**src/rtl/pfx_match_pkg.sv**
```systemverilog
`timescale 1ns/1ps
package pfx_match_pkg;

  localparam int ALPHA_LINES = 40;
  localparam int PFX_LEN     = 4;
  localparam int GRP_SIZE    = 8;
  localparam int NUM_FIRST   = 2;
  localparam int NUM_SECOND  = 3;
  localparam int NUM_PAT     = 6;

  // Strings are right-justified: the last character sits in bits [7:0],
  // so the character d positions before the end lines up with stage d.
  localparam logic [31:0] FIRST_STR  [NUM_FIRST]  = '{"/cgi", "/scr"};
  localparam logic [31:0] SECOND_STR [NUM_SECOND] = '{"-bin", "-win", "ipts"};
  localparam int          SECOND_PARENT [NUM_SECOND] = '{0, 0, 1};

  localparam bit          PAT_SPLIT  [NUM_PAT] = '{1'b1, 1'b1, 1'b1, 1'b1, 1'b0, 1'b0};
  localparam int          PAT_SECOND [NUM_PAT] = '{0, 0, 1, 2, 0, 0};
  localparam logic [63:0] PAT_TAIL   [NUM_PAT] = '{
    {40'h0, "/ph"}, {40'h0, "/te"}, {48'h0, "/x"}, {48'h0, "/a"},
    {24'h0, "admin"}, "root.exe"};
  localparam int          PAT_TLEN   [NUM_PAT] = '{3, 3, 2, 2, 5, 8};

  typedef struct packed {
    logic shift;  // accept a byte into the chains this cycle
    logic fresh;  // stage 0 holds a byte accepted on the previous edge
  } strb_t;

  function automatic logic [7:0] lineChar(int k);
    if (k < 26) return 8'(97 + k);
    if (k < 36) return 8'(48 + k - 26);
    case (k)
      36:      return 8'h2f;
      37:      return 8'h2d;
      38:      return 8'h2e;
      default: return 8'h5f;
    endcase
  endfunction

  function automatic int lineOf(logic [7:0] c);
    for (int k = 0; k < ALPHA_LINES; k++) begin
      if (c == lineChar(k)) return k;
      if (k < 26 && c == lineChar(k) - 8'h20) return k;
    end
    return -1;
  endfunction

  function automatic int tapDepth();
    int m = PFX_LEN;
    for (int p = 0; p < NUM_PAT; p++)
      if (PAT_TLEN[p] > m) m = PAT_TLEN[p];
    return m;
  endfunction

endpackage

```
**src/rtl/pfxm_decoder.sv**
```systemverilog
`timescale 1ns/1ps
module pfxm_decoder
  import pfx_match_pkg::*;
(
  input  logic [7:0]             inByte,
  output logic [ALPHA_LINES-1:0] decLine
);

  for (genvar k = 0; k < ALPHA_LINES; k++) begin : g_line
    localparam logic [7:0] LOW_CODE  = lineChar(k);
    localparam logic [7:0] HIGH_CODE = LOW_CODE - 8'h20;
    localparam bit         IS_ALPHA  = (k < 26);
    assign decLine[k] = (inByte == LOW_CODE) || (IS_ALPHA && (inByte == HIGH_CODE));
  end

  always_comb begin
    AST_ONE_LINE_PER_BYTE: assert ($onehot0(decLine));
  end

endmodule

```
**src/rtl/pfxm_ctrl.sv**
```systemverilog
`timescale 1ns/1ps
module pfxm_ctrl
  import pfx_match_pkg::*;
(
  input  logic  clk,
  input  logic  rst,
  input  logic  inValid,
  output strb_t strb
);

  logic freshQ;

  always_ff @(posedge clk) begin
    if (rst) freshQ <= 1'b0;
    else     freshQ <= inValid;
  end

  assign strb.shift = inValid && !rst;
  assign strb.fresh = freshQ;

endmodule

```
**src/rtl/pfxm_datapath.sv**
```systemverilog
`timescale 1ns/1ps
module pfxm_datapath
  import pfx_match_pkg::*;
(
  input  logic                   clk,
  input  logic                   rst,
  input  strb_t                  strb,
  input  logic [ALPHA_LINES-1:0] decLine,
  output logic                   hitQ,
  output logic [NUM_PAT-1:0]     hitVecQ
);

  localparam int DEPTH   = tapDepth();
  localparam int NGRP    = (NUM_PAT + GRP_SIZE - 1) / GRP_SIZE;
  localparam int PAD_LEN = NGRP * GRP_SIZE;

  // decoded character stages; taps[d] holds the byte accepted d bytes ago
  logic [ALPHA_LINES-1:0] taps [DEPTH];

  always_ff @(posedge clk) begin
    if (rst) begin
      for (int d = 0; d < DEPTH; d++) taps[d] <= '0;
    end else if (strb.shift) begin
      taps[0] <= decLine;
      for (int d = 1; d < DEPTH; d++) taps[d] <= taps[d-1];
    end
  end

  // lead-group detectors, each with an aging chain of PFX_LEN bytes
  logic [NUM_FIRST-1:0] firstOld;

  for (genvar i = 0; i < NUM_FIRST; i++) begin : g_first
    logic [PFX_LEN-1:0] term;
    logic               firstNow;
    logic [PFX_LEN-1:0] aged;
    for (genvar d = 0; d < PFX_LEN; d++) begin : g_pos
      localparam int LN = lineOf(FIRST_STR[i][8*d +: 8]);
      assign term[d] = taps[d][LN];
    end
    assign firstNow = &term;
    always_ff @(posedge clk) begin
      if (rst)             aged <= '0;
      else if (strb.shift) aged <= {aged[PFX_LEN-2:0], firstNow};
    end
    assign firstOld[i] = aged[PFX_LEN-1];
  end

  // second-level detectors, each gated by its own lead group
  logic [NUM_SECOND-1:0] secondNow;

  for (genvar j = 0; j < NUM_SECOND; j++) begin : g_second
    logic [PFX_LEN-1:0] term;
    for (genvar d = 0; d < PFX_LEN; d++) begin : g_pos
      localparam int LN = lineOf(SECOND_STR[j][8*d +: 8]);
      assign term[d] = taps[d][LN];
    end
    assign secondNow[j] = firstOld[SECOND_PARENT[j]] && (&term);
  end

  // per-pattern match terms
  logic [NUM_PAT-1:0] matchNow;

  for (genvar p = 0; p < NUM_PAT; p++) begin : g_pat
    localparam int S = PAT_TLEN[p];
    logic [S-1:0] term;
    for (genvar d = 0; d < S; d++) begin : g_pos
      localparam int LN = lineOf(PAT_TAIL[p][8*d +: 8]);
      assign term[d] = taps[d][LN];
    end
    if (PAT_SPLIT[p]) begin : g_split
      logic [S-1:0] lag;
      if (S == 1) begin : g_one
        always_ff @(posedge clk) begin
          if (rst)             lag <= '0;
          else if (strb.shift) lag <= secondNow[PAT_SECOND[p]];
        end
      end else begin : g_many
        always_ff @(posedge clk) begin
          if (rst)             lag <= '0;
          else if (strb.shift) lag <= {lag[S-2:0], secondNow[PAT_SECOND[p]]};
        end
      end
      assign matchNow[p] = lag[S-1] && (&term);
    end else begin : g_whole
      assign matchNow[p] = &term;
    end
  end

  // OR reduction in groups of eight
  logic [PAD_LEN-1:0] padded;
  logic [NGRP-1:0]    grpAny;

  always_comb begin
    padded = '0;
    padded[NUM_PAT-1:0] = matchNow;
  end

  for (genvar g = 0; g < NGRP; g++) begin : g_grp
    assign grpAny[g] = |padded[g*GRP_SIZE +: GRP_SIZE];
  end

  always_ff @(posedge clk) begin
    if (rst) begin
      hitQ    <= 1'b0;
      hitVecQ <= '0;
    end else begin
      hitQ    <= strb.fresh && (|grpAny);
      hitVecQ <= strb.fresh ? matchNow : '0;
    end
  end

  AST_IDLE_HOLDS_TAPS: assert property (@(posedge clk) disable iff (rst)
    !strb.shift |=> ($stable(taps[0]) && $stable(taps[DEPTH-1])));
  AST_TAPS_ADVANCE: assert property (@(posedge clk) disable iff (rst)
    strb.shift |=> (taps[1] == $past(taps[0])));
  AST_CLEAR_AFTER_RESET: assert property (@(posedge clk) disable iff (rst)
    $past(rst) |-> (!hitQ && hitVecQ == '0));
  AST_FLAG_IMPLIES_HIT: assert property (@(posedge clk) disable iff (rst)
    (hitVecQ != '0) |-> hitQ);

endmodule

```
**src/rtl/pfx_matcher.sv**
```systemverilog
`timescale 1ns/1ps
module pfx_matcher
  import pfx_match_pkg::*;
(
  input  logic               clk,
  input  logic               rst,
  input  logic               inValid,
  input  logic [7:0]         inByte,
  output logic               hit,
  output logic [NUM_PAT-1:0] hitVec
);

  strb_t                  strb;
  logic [ALPHA_LINES-1:0] decLine;

  pfxm_ctrl u_ctrl (
    .clk     (clk),
    .rst     (rst),
    .inValid (inValid),
    .strb    (strb)
  );

  pfxm_decoder u_dec (
    .inByte  (inByte),
    .decLine (decLine)
  );

  pfxm_datapath u_dp (
    .clk     (clk),
    .rst     (rst),
    .strb    (strb),
    .decLine (decLine),
    .hitQ    (hit),
    .hitVecQ (hitVec)
  );

  AST_HIT_TWO_AFTER_BYTE: assert property (@(posedge clk) disable iff (rst)
    hit |-> $past(inValid, 2));

endmodule

```
**config.mk**
```make
export PLATFORM = sky130hd
export DESIGN_NAME = pfx_matcher
export DESIGN_NICKNAME = d
export VERILOG_FILES = /design/src/rtl/pfx_match_pkg.sv /design/src/rtl/pfxm_decoder.sv /design/src/rtl/pfxm_ctrl.sv /design/src/rtl/pfxm_datapath.sv /design/src/rtl/pfx_matcher.sv
export SDC_FILE = /design/constraint.sdc
export NUM_CORES = 1
export LEC_CHECK = 0
export BUFFER_PORTS_ARGS = -buffer_cell sky130_fd_sc_hd__buf_2
export CELL_PAD_IN_SITES_DETAIL_PLACEMENT = 1
export CELL_PAD_IN_SITES_GLOBAL_PLACEMENT = 2
export CORE_MARGIN = 4
export CORE_UTILIZATION = 25
export CTS_CLUSTER_SIZE = 28
export DETAILED_ROUTE_END_ITERATION = 10
export PLACE_DENSITY = 0.56
export REMOVE_ABC_BUFFERS = 1
export SYNTH_ARGS = -nofsm -noshare
export SYNTH_HDL_FRONTEND = slang
export SYNTH_SLANG_ARGS = --single-unit
```
**constraint.sdc**
```tcl
create_clock -name clk -period 1.7 [get_ports clk]
set_clock_uncertainty 0.1 [all_clocks]
set_input_delay 0.17 -clock clk [delete_from_list [all_inputs] [get_ports clk]]
set_output_delay 0.17 -clock clk [all_outputs]
set_load 0.05 [all_outputs]
```
==> summary.md <==
| Metric | Value |
|---|---|
| Worst setup EP type | `flip-flop` |
| Fillers | `1512` |
| H-tree depth | `3` |
| Layout cells sized above 1 | `0.177` |
| Mux cell area share after synthesis | `0.0278` |
| Port Buffers | `17` |
| Setup Total Neg Slack | `0 ps` |
| GR Util All Layers | `0.0887` |
| Peak VDD IR | `0.000538 V` |
| Main combinational cell family by area after synthesis | `simple AND/OR/NAND/NOR gates` |
| Final wirelength | `6.73 mm` |
| Mapped cell area | `0.00360 mm^2` |
| Unrepaired setup endpoints after global routing | `no` |
| Crit Path Max Fanout | `8` |
| Core Area | `0.0140 mm^2` |
| Worst-Skew Late Latency | `340 ps` |
| Routed Antenna Nets | `0` |
| Worst path required time | `1760 ps` |
| Worst path cell trace | `dlygate4sd3_1, buf_2, nor2b_4, nand3_1, nor3_1` |
| Yosys reg bits | `95` |
| Root buf cell | `clkbuf_16` |
| Compound-Gate Fraction of Synth Area | `0.0167` |
| Initial core utilization | `0.258` |
| Largest net degree at the start of global routing | `37` |
| Clock sinks | `95` |
| Synth unique cells | `37` |
| Worst-Margin Slew | `371 ps` |
| DR vias | `1952` |
| Post-Synth XOR/XNOR Area | `0` |
| # DRC | `0` |
| CTS tree | `built` |
| Yosys top cell area share | `0.600` |
| Mapped Avg Cell Area | `14.2 um^2` |
| Reg clk slew, reported paths | `60 ps` |
| Post-Synth Simple-Gate Area | `0.208` |
| Post-synth EDFFs | `72` |
| Via density | `4.22` |
| Post-synth top flop | `edfxtp_1` |
| Final Non-Filler Cells | `463` |
| First-pass GRT wire length | `11.0 mm` |
| Area contributors post-synth | `edfxtp_1 (60%), dfxtp_1 (13%), and2_1 (8.5%), mux2i_1 (2.8%), nor2_1 (2.7%)` |
| Area Overhead vs Synth | `18.6%` |
| Final period utilization | `0.890` |
| Routability cong. | `0.669` |
| Startpoint Class | `input port` |
| Inst Count DP | `446` |
| GR Overflow Total | `0` |
| Count leader, synth | `edfxtp_1` |
| Final Hold Vio Count | `0` |
| Multi-input gate area | `912 um^2` |
| Final #Nets | `289` |
| CP peak stage delay | `530 ps` |
| PostCTS Resize Cnt | `0` |
| Minimum clock period | `1510 ps` |
| Power Dens Cells | `1160 mW/mm^2` |
| Final core utilization | `0.306` |
| Synth Area in Adders | `0` |
| DR pass1 iterations | `4` |
| Clock buffer depth | `2` |
| Rows | `43` |
| Die area | `0.0164 mm^2` |
| Slowest-stage cell, CP | `dlygate4sd3_1` |
| Cell accounting for the most synthesized area | `edfxtp_1` |
| Num CTS Buffers | `9` |
| Hold Path Class | `input port to flip-flop` |
| Most instantiated cells after synthesis | `edfxtp_1 (72), and2_1 (49), nor2_1 (26)` |
| Outcome | `finished clean` |
| WL/cell | `14.5 um` |
| Dpl hpwl | `4.65 mm` |
| Die X | `128 um` |
| IO Count | `18` |
| # setup viols final | `0` |
| Synth warn | `0` |
| Vias in the first global route | `2050` |
| Post-synthesis sequential area ratio | `0.728` |
| Relative max-transition margin | `0.749` |
| F_max | `0.661 GHz` |
| Seq. cell area | `0.00262 mm^2` |
| Die H | `128 um` |
| # diodes | `0` |
| Worst path arrival time | `1570 ps` |
| Initial antenna violation count | `0` |
| Initial drt markers | `134` |
| Crit Path Category | `input port to flip-flop` |
| Syn Inst Count | `254` |
| Ys async rst share | `0` |
| Pins over their slew limit | `0` |
| Lkg Pwr | `1.62 nW` |
| Max-cap viol count | `0` |
final timing paths:
kind	from	end	slack (ps)	cells past startpoint
worst max-delay path	rst	u_dp.taps[0][15]	190	5
worst min register to register	u_dp.g_pat[3].g_split.lag[0]	u_dp.g_pat[3].g_split.lag[0]	370	2
worst max register to register	u_dp.taps[0][297]	u_dp.hitQ	480	3
worst min-delay path	inByte[0]	u_dp.taps[0][3]	130	2
where the power goes:
part           switching, mW  internal [mW]  total (mW)
Combinational          0.112         0.0645       0.176
Clock                  0.841           1.29        2.13
Sequential            0.0383           2.60        2.64
cells by family (layout without fill, tap and decap cells):
family | count (synthesis) | in the layout
buffers and inverters | 14 | 43
DFF | 95 | 95
muxes | 10 | 10
AOI/OAI and AO/OA | 8 | 8
and+or+nand+nor | 127 | 127
cell type report:
| cell class | instances | area share |
|---|---|---|
| well taps | 180 | 0.0527 |
| clock buffers | 9 | 0.0527 |
| flip-flops and latches | 95 | 0.613 |
| repair buffers | 25 | 0.0433 |
| inverters | 2 | 0.00176 |
| multi-input cells | 145 | 0.213 |
| clock inverters | 7 | 0.0228 |
flip-flops by register name (all words and copies together) (netlist names):
register	cells
u_dp.g_first.aged	8
u_dp.taps	72
u_ctrl.freshQ	1
u_dp.hitVecQ	6
u_dp.hitQ	1
u_dp.g_pat.g_split.lag	7
worst max-delay path, delay by kind of cell:
family        cells  cell delay [ps]
simple gates      3              700
buf+inv           2              690
metrics by stage:
stage               area (um^2)  hold WS [ps]  total power [mW]  setup slack (ps)
global placement           3940           338              2.86               332
detailed placement         3940           342              2.87               328
finish                     4280           127              4.94               187
CTS                        4280           112              5.02               190
global route               4280           120              5.15              87.4
floorplan                  3540           139              2.75               103
layout by cell type (no fill, tap or decap), drive strengths merged:
| master | instances |
|---|---|
| nor3b | 2 |
| edfxtp | 72 |
| nor2b | 4 |
| a41oi | 1 |
| and3b | 1 |
| a32oi | 1 |
| nor3 | 6 |
| and3 | 4 |
| dfxtp | 23 |
| nand3 | 3 |
| nor4b | 1 |
| a21oi | 1 |
| nand3b | 1 |
| bufinv | 2 |
| dlygate4sd3 | 1 |
| buf | 24 |
| nor4 | 6 |
| nand2 | 10 |
| a22oi | 2 |
| inv | 2 |
| mux2i | 10 |
| or2 | 2 |
| clkinv | 3 |
| nor2 | 26 |
| nand4b | 1 |
| nand4 | 4 |
| o21ai | 1 |
| nand2b | 4 |
| clkinvlp | 2 |
| and2 | 49 |
| clkbuf | 9 |
| a21bo | 1 |
| and4 | 3 |
| a21o | 1 |
timing repair:
| item | in CTS | in global routing |
|---|---|---|
| endpoints found under the hold margin | 1 | 0 |
| setup buffers | 0 | 0 |
| hold buffers | 1 | 0 |
metal layers:
layer / part of all wire / vias to the layer above / global-route usage
li1: - / 951 / -
met1: 0.51 / 967 / 0.122
met2: 0.45 / 25 / 0.131
met3: 0.033 / 9 / 0.0292
met4: 0.012 / 0 / 0.0318
met5: 0 / - / 0
No activity file was read; power rests on OpenSTA's default activity.
